==> config.mk <==
export PLATFORM = sky130hd
export DESIGN_NAME = hbloss_trigger
export DESIGN_NICKNAME = d
export VERILOG_FILES = /design/src/rtl/hbl_pkg.sv /design/src/rtl/hbl_edge_sync.sv /design/src/rtl/hbl_gap_timer.sv /design/src/rtl/hbloss_trigger.sv
export SDC_FILE = /design/constraint.sdc
export NUM_CORES = 1
export LEC_CHECK = 0
export BUFFER_PORTS_ARGS = -buffer_cell sky130_fd_sc_hd__buf_2
export CAP_MARGIN = 5
export CORE_MARGIN = 2
export CORE_UTILIZATION = 50
export DETAILED_ROUTE_END_ITERATION = 7
export MAX_ROUTING_LAYER = met4
export PLACE_DENSITY = 0.83
export SLEW_MARGIN = 20
export SYNTH_ARGS = -nofsm -noshare
export SYNTH_HDL_FRONTEND = slang
export SYNTH_SLANG_ARGS = --single-unit
==> constraint.sdc <==
create_clock -name clk -period 2.5 [get_ports clk]
set_input_delay 0.375 -clock clk [delete_from_list [all_inputs] [get_ports clk]]
set_output_delay 0.375 -clock clk [all_outputs]
set_load 0.01 [all_outputs]
==> src/rtl/hbl_pkg.sv <==
package hbl_pkg;
  typedef enum logic [1:0] {
    ST_IDLE  = 2'd0,
    ST_WAIT  = 2'd1,
    ST_RUN   = 2'd2,
    ST_FIRED = 2'd3
  } hbl_state_e;
endpackage

==> src/rtl/hbl_edge_sync.sv <==
module hbl_edge_sync #(
  parameter int STAGES = 2
) (
  input  logic clk,
  input  logic rst,
  input  logic async_i,
  input  logic fall_i,
  output logic event_o
);
  logic [STAGES-1:0] sync_q;
  logic              prev_q;

  always_ff @(posedge clk) begin
    if (rst) begin
      sync_q <= '0;
      prev_q <= 1'b0;
    end else begin
      sync_q <= {sync_q[STAGES-2:0], async_i};
      prev_q <= sync_q[STAGES-1];
    end
  end

  // Event qualification: chosen transition of the synchronized level
  always_comb begin
    if (fall_i) event_o = !sync_q[STAGES-1] && prev_q;
    else        event_o = sync_q[STAGES-1] && !prev_q;
  end
endmodule

==> src/rtl/hbl_gap_timer.sv <==
module hbl_gap_timer #(
  parameter int CW = 16
) (
  input  logic          clk,
  input  logic          rst,
  input  logic          clear_i,
  input  logic          run_i,
  input  logic [CW-1:0] limit_i,
  output logic [CW-1:0] cnt_o,
  output logic          at_limit_o
);
  localparam logic [CW-1:0] CNT_MAX = {CW{1'b1}};

  always_ff @(posedge clk) begin
    if (rst || clear_i)                 cnt_o <= '0;
    else if (run_i && cnt_o != CNT_MAX) cnt_o <= cnt_o + 1'b1;
  end

  assign at_limit_o = (cnt_o >= limit_i);
endmodule

==> src/rtl/hbloss_trigger.sv <==
module hbloss_trigger
  import hbl_pkg::*;
#(
  parameter int CW          = 16,
  parameter int SYNC_STAGES = 2
) (
  input  logic          clk,
  input  logic          rst,
  input  logic          arm_i,
  input  logic          hb_i,
  input  logic          hb_fall_i,
  input  logic [CW-1:0] limit_i,
  output logic          trig_o,
  output logic          stop_o,
  output logic          armed_o,
  output logic          running_o,
  output logic [CW-1:0] gap_o
);
  localparam logic [CW-1:0] GAP_MAX = {CW{1'b1}};

  hbl_state_e    state_q, state_d;
  logic          hb_ev;
  logic          tmr_clear, tmr_run, tmr_at_limit;
  logic [CW-1:0] tmr_cnt;
  logic          fire;

  hbl_edge_sync #(.STAGES(SYNC_STAGES)) u_sync (
    .clk     (clk),
    .rst     (rst),
    .async_i (hb_i),
    .fall_i  (hb_fall_i),
    .event_o (hb_ev)
  );

  hbl_gap_timer #(.CW(CW)) u_timer (
    .clk        (clk),
    .rst        (rst),
    .clear_i    (tmr_clear),
    .run_i      (tmr_run),
    .limit_i    (limit_i),
    .cnt_o      (tmr_cnt),
    .at_limit_o (tmr_at_limit)
  );

  // Heartbeat beats terminal count; arm beats everything
  assign fire      = !arm_i && state_q == ST_RUN && !hb_ev && tmr_at_limit;
  assign tmr_clear = arm_i || (hb_ev && (state_q == ST_WAIT || state_q == ST_RUN));
  assign tmr_run   = state_q == ST_RUN && !hb_ev && !tmr_at_limit;

  always_comb begin
    state_d = state_q;
    if (arm_i) state_d = ST_WAIT;
    else begin
      case (state_q)
        ST_WAIT:  if (hb_ev) state_d = ST_RUN;
        ST_RUN:   if (fire)  state_d = ST_FIRED;
        default:  state_d = state_q;
      endcase
    end
  end

  always_ff @(posedge clk) begin
    if (rst) begin
      state_q   <= ST_IDLE;
      trig_o    <= 1'b0;
      stop_o    <= 1'b0;
      armed_o   <= 1'b0;
      running_o <= 1'b0;
      gap_o     <= '0;
    end else begin
      state_q   <= state_d;
      trig_o    <= fire;
      stop_o    <= state_d == ST_FIRED;
      armed_o   <= state_d == ST_WAIT || state_d == ST_RUN;
      running_o <= state_d == ST_RUN;
      if (!arm_i && state_q == ST_RUN && hb_ev)
        gap_o <= (tmr_cnt == GAP_MAX) ? GAP_MAX : tmr_cnt + 1'b1;
    end
  end
endmodule

* Yosys cells after proc, flatten, opt, wreduce, memory -nomap -nowiden
Index checks and enable logic that the tools add are counted.
** Word-level totals
- Bits in registers :: 41
- Bits of input ports :: 21
** Cells by class
- Eq/ne operators :: 7
- Reduce and logical (&&, ||, !) cells :: 19
- Mux-type cells :: 6
- Order comparisons :: 1
- $add $sub $neg :: 1
** Operators by type and width (number)
- 16-bit by 1-bit adder with 16-bit output (second input constant) :: 1
- 16-bit equality test (second input constant) :: 1
- 16-bit greater-or-equal comparator :: 1
- 16-bit two-way mux :: 1
- 16-bit != test (second input constant) :: 1
- 1-bit logical AND :: 10
- 2-bit equality test (second input constant) :: 3
- 2-bit two-way mux :: 3
- 1-bit logical NOT :: 5
- 2-bit by 1-bit equality test with 1-bit output (second input constant) :: 2
- 1-bit logical OR :: 4
- 2-bit case mux with 2 select lines :: 1
- 1-bit two-way mux :: 1

* Depth between registers and ports, before layout
- Depth after elaboration :: 11
- Gate-level depth with buffers :: 10

* Hierarchy
Synthesis repeated with hierarchy kept, for this count alone.
** Unflattened totals
- Cells, all modules :: 286
- Area, all modules :: 2526.2 µm²
** By module, submodules not included
- hbl_gap_timer :: area an instance 1214.9 µm², seq. area each 320.3 µm², cells each 148, instances 1
- hbloss_trigger :: area an instance 1209.9 µm², seq. area each 440.4 µm², cells each 129, instances 1
- hbl_edge_sync :: area an instance 101.3 µm², seq. area each 60.1 µm², cells each 9, instances 1

* Least setup slack after synthesis
OpenSTA, ideal clock, no wires.
- Path kind :: input to register
- From :: in limit_i[13]
- To :: reg armed_o
- Setup time :: 0.066 ns
- Stages :: 10
- Path buffers :: 0
- Arrival :: 2.465 ns
- Slack :: -0.032 ns
- Data required time :: 2.434 ns
- Cell sequence :: inv_1 ha_1 nand4_1 or3_1 or4_4 nand3_1 nand2_1 o21a_1 ha_1 nor2_1
** On the way
- Cells in the longest elaborated chain, start to end :: 7
** RTL lines
- from (decl) :: RTL line hbloss_trigger.sv:12 : input logic [CW-1:0] limit_i,
- 16-bit greater-or-equal comparator * :: RTL line hbl_gap_timer.sv:19 : assign at_limit_o = (cnt_o >= limit_i);
- 1-bit logical AND * :: RTL line hbloss_trigger.sv:46 : assign fire = !arm_i && state_q == ST_RUN && !hb_ev && tmr_at_limit;
- 2-bit two-way mux * :: RTL line hbloss_trigger.sv:56 : ST_RUN: if (fire) state_d = ST_FIRED;
- 2-bit case mux with 2 select lines * :: RTL line hbloss_trigger.sv:54 : case (state_q)
- 2-bit two-way mux * :: RTL line hbloss_trigger.sv:52 : if (arm_i) state_d = ST_WAIT;
- 2-bit by 1-bit equality test with 1-bit output / 2-bit equality test (equally long branches) :: RTL line hbloss_trigger.sv:74 : armed_o <= state_d == ST_WAIT || state_d == ST_RUN;
- 1-bit logical OR * :: RTL line hbloss_trigger.sv:74
- to (signal assigned) :: RTL line hbloss_trigger.sv:67 : armed_o <= 1'b0;
- to (signal assigned) :: RTL line hbloss_trigger.sv:74
- to (decl) :: RTL line hbloss_trigger.sv:15 : output logic armed_o,
Every way passes the cells marked *; elsewhere a longest branch is shown, timed or not.
A chain may end at the register's enable or synchronous reset.

* Worst setup path in the final report
- From :: reg u_timer.cnt_o[13]
- To :: reg armed_o
** On the way
- Cells in the longest elaborated chain, start to end :: 7
** RTL lines
- from (decl) :: RTL line hbl_gap_timer.sv:9 : output logic [CW-1:0] cnt_o,
- from (signal assigned) :: RTL line hbl_gap_timer.sv:16 : else if (run_i && cnt_o != CNT_MAX) cnt_o <= cnt_o + 1'b1;
- 16-bit greater-or-equal comparator * :: RTL line hbl_gap_timer.sv:19
- 1-bit logical AND * :: RTL line hbloss_trigger.sv:46
- 2-bit two-way mux * :: RTL line hbloss_trigger.sv:56
- 2-bit case mux with 2 select lines * :: RTL line hbloss_trigger.sv:54
- 2-bit two-way mux * :: RTL line hbloss_trigger.sv:52
- 2-bit by 1-bit equality test with 1-bit output / 2-bit equality test (equally long branches) :: RTL line hbloss_trigger.sv:74
- 1-bit logical OR * :: RTL line hbloss_trigger.sv:74
Marks and branches as above.

==> metrics.md <==
| Metric | Value |
|---|---|
| Run status | complete, no violations |
| Post-synthesis mux area share | 0% |
| Xor-xnor portion of the synthesized cell area | 4.52% |
| Post-synth EDFFs | 0 |
| Gr ovfl total | 0 |
| Nature of the critical path startpoint | flop |
| Final ANT Viol Nets | 0 |
| HPWL Detailed | 3.85 mm |
| Die height | 72.2 um |
| Max Clock Freq | 0.403 GHz |
| Placed cell area | 2730 um2 |
| Clk pwr share | 43.3% |
| Synthesized area per cell | 8.46 um2 |
| Largest family of logic cells by synthesized area | simple AND/OR/NAND/NOR gates |
| Sw Share | 21.8% |
| Final setup vio count | 0 |
| GRT Total Usage | 20.9% |
| Worst-case reg-to-reg path depth | 9 |
| Port bufs | 40 |
| Drt total wl | 5.35 mm |
| IO Pins | 41 |
| CTS tree | built |
| Psw | 0.283 mW |
| Root Buffer | clkbuf_8 |
| Distinct cells, synth | 46 |
| WP data required | 2.66 ns |
| CP Class | flop to flop |
| N_diodes | 0 |
| Adder-cell share of the synthesized area | 11.3% |
| Slowest cell delay on critical path | 0.54 ns |
| Via count | 2,228 |
| Pwr dens | 444 nW/um2 |
| Final Hold Slack | 0.298 ns |
| Cell Chain, Critical Path | ha_4 -> nand4_1 -> or3_4 -> or4_4 -> nand3_2 -> nand2_2 -> o21a_1 -> ha_1 -> nor2_1 |
| Routability cong. | 0.851 |
| CTS clk-pin slew, worst paths | 0.09 ns |
| Crit path max fanout | 4 |
| Part of the cycle the worst path needs | 99.4% |
| Power Internal | 1.02 mW |
| Crit end category | flop |
| Seq/Total Area, Yosys | 35.3% |
| Most frequent cells in the layout | buf_2, dfxtp_1, buf_4 |
| Drt first pass iters | 4 |
| Area grow syn2layout | 25.7% |
| Worst-case clock skew | 0.0111 ns |
| DRC | 0 |
| Vias in the first global route | 2,072 |
| Gate power share | 6.0% |
| Maximum clock insertion buffer count | 2 |
| Layout cells sized above 1 | 31.1% |
| CP max stage cell | or4_4 |
| Largest net degree at the start of global routing | 28 |
| P_leak | 1.26 nW |
| Core Rows | 24 |
| Die X | 72.2 um |
| Area of the die | 5220 um2 |
| Num CTS Buffers | 5 |
| Core Footprint | 4410 um2 |
| TritonCTS sink count | 41 |
| Async S/R FF share, synth | 0% |
| Nets@finish | 382 |
| Sequential Power Share | 50.6% |
| First-pass GRT wire length | 8.51 mm |
| Iter 0 DRT Violations | 172 |
| Ys flop type | dfxtp_1 |
| FF+latch count, synth | 41 |
| MaxCap Viol Count | 0 |
| Vias/cell | 5.67 |
| Mapped cell area | 2330 um2 |
| VDD IR max | 0.000346 V |
| Compound-Gate Fraction of Synth Area | 16.8% |
| Worst-skew pair later-pin latency | 0.30 ns |
| WHS Path Cells | 2 |
| Fin. Hold Viols | 0 |
| RSZ-0062 raised after global routing | true |
| Slew margin rel. | 59.5% |
| Yosys warns | 0 |
| H-tree Lvls | 2 |
| Fin crit period | 2.48 ns |
| Slew Limit Fails | 0 |
| Most common cell after layout, fill and taps aside | buf_2 |
| Worst Tran Pin Value | 0.601 ns |
| Synth Area in Simple Gates | 25.9% |
| R2R setup slack | 0.02 ns |
| Critical path arrival | 2.65 ns |
| Net Count, Synth | 317 |
| Cell area after layout | 2930 um2 |
| Initial antenna violation count | 0 |
| Post-Synthesis Cells | 275 |
| Initial Util | 52.7% |
| WL per Instance | 13.6 um |
| HP Class | input port to flop |
-- metrics by stage --
| step | worst slack, ns | setup TNS [ns] | utilization (%) | total power, mW | cells |
|---|---|---|---|---|---|
| finish | 0.0157 | 0 | 66.3 | 1.30 | 393 |
| global route | -0.0868 | -0.242 | 66.3 | 1.34 | 393 |
| CTS | 0.00526 | 0 | 65.1 | 1.30 | 391 |
| detailed placement | -0.202 | -0.850 | 61.8 | 0.750 | 383 |
| global placement | -0.127 | -0.586 | 61.8 | 0.747 | 383 |
| floorplan | 0.0209 | 0 | - | 0.719 | 275 |
-- synth_stat cells, types with 3 or more instances --
cell type  number  area share [%]
a21oi_1        20             4.3
a311oi_1        6             2.3
a31oi_1         3            0.81
and3_1          7             1.9
clkbuf_1        6            0.97
dfxtp_1        41              35
ha_1           21              11
inv_1          21             3.4
nand2_1        16             2.6
nand3_1         9             1.9
nand4_1         6             1.6
nor2_1         26             4.2
nor2b_1         5             1.3
nor3_1          6             1.3
o21a_1          3            0.97
o21ai_0        15             3.2
o22ai_1         8             2.2
or3_1           4             1.1
or3_2          11             3.5
xnor2_1         9             3.4
xor2_1          3             1.1
-- routing by layer --
layer | track usage, % | vias to the layer above | wire length, um
li1 | - | 1122 | -
met1 | 24.6 | 1032 | 2380
met2 | 35.1 | 61 | 2620
met3 | 3.75 | 13 | 236
met4 | 8.81 | 0 | 121
met5 | - | - | 0
-- power by group through the flow --
| stage | sequential, mW | clock [mW] | combinational [mW] |
|---|---|---|---|
| 3_5_place_dp | 0.675 | 0 | 0.0750 |
| 3_3_place_gp | 0.674 | 0 | 0.0727 |
| 2_1_floorplan | 0.675 | 0 | 0.0440 |
| 5_1_grt | 0.658 | 0.594 | 0.0904 |
| 4_1_cts | 0.659 | 0.565 | 0.0764 |
| 6_report | 0.657 | 0.562 | 0.0783 |
-- path summary, 6_finish.rpt --
| path | startpoint | end |
|---|---|---|
| max | u_timer.cnt_o[13] | armed_o |
| min | hb_i | u_sync.sync_q[0] |
| max reg2reg | u_timer.cnt_o[13] | armed_o |
| min reg2reg | gap_o[15] | gap_o[15] |
-- flip-flops by register name, indices dropped and copies added (netlist names) --
| name | count |
|---|---|
| gap_o | 16 |
| u_timer.cnt_o | 16 |
| running_o | 1 |
| state_q | 2 |
| trig_o | 1 |
| stop_o | 1 |
| u_sync.sync_q | 2 |
| armed_o | 1 |
| u_sync.prev_q | 1 |
-- worst max-delay path, delay by kind of cell, from the launching register on --
| kind | cells | cell delay [ns] |
|---|---|---|
| AND/OR/NAND/NOR | 6 | 1.28 |
| flip-flops | 1 | 0.37 |
| AO/OA/AOI/OAI | 1 | 0.17 |
| adder cells (fa/ha/maj) | 2 | 0.53 |
-- logic make-up after synthesis --
kind of cell               Yosys count
buffers and inverters               31
AOI/OAI and AO/OA                   64
DFF                                 41
adders and majority gates           21
and+or+nand+nor                    106
xor gates and xnor gates            12
-- area by class of cell --
cell class | count | area, um2
Clock buffer | 6 | 82.6
Clock inverter | 2 | 37.5
Fill cell | 360 | 1490
Inverter | 21 | 78.8
Multi-Input combinational cell | 204 | 1430
Sequential cell | 41 | 828
Tap cell | 52 | 65.1
Timing Repair Buffer | 67 | 403
-- what timing repair did --
action | CTS | global route
buffers inserted | 0 | 1
pin swaps | 2 | 6
gates resized for setup | 5 | 7
endpoints found under the setup margin | 2 | 14
hold buffers | 0 | 0
cloned | 0 | 1
Power figures use the tool's default switching activity.
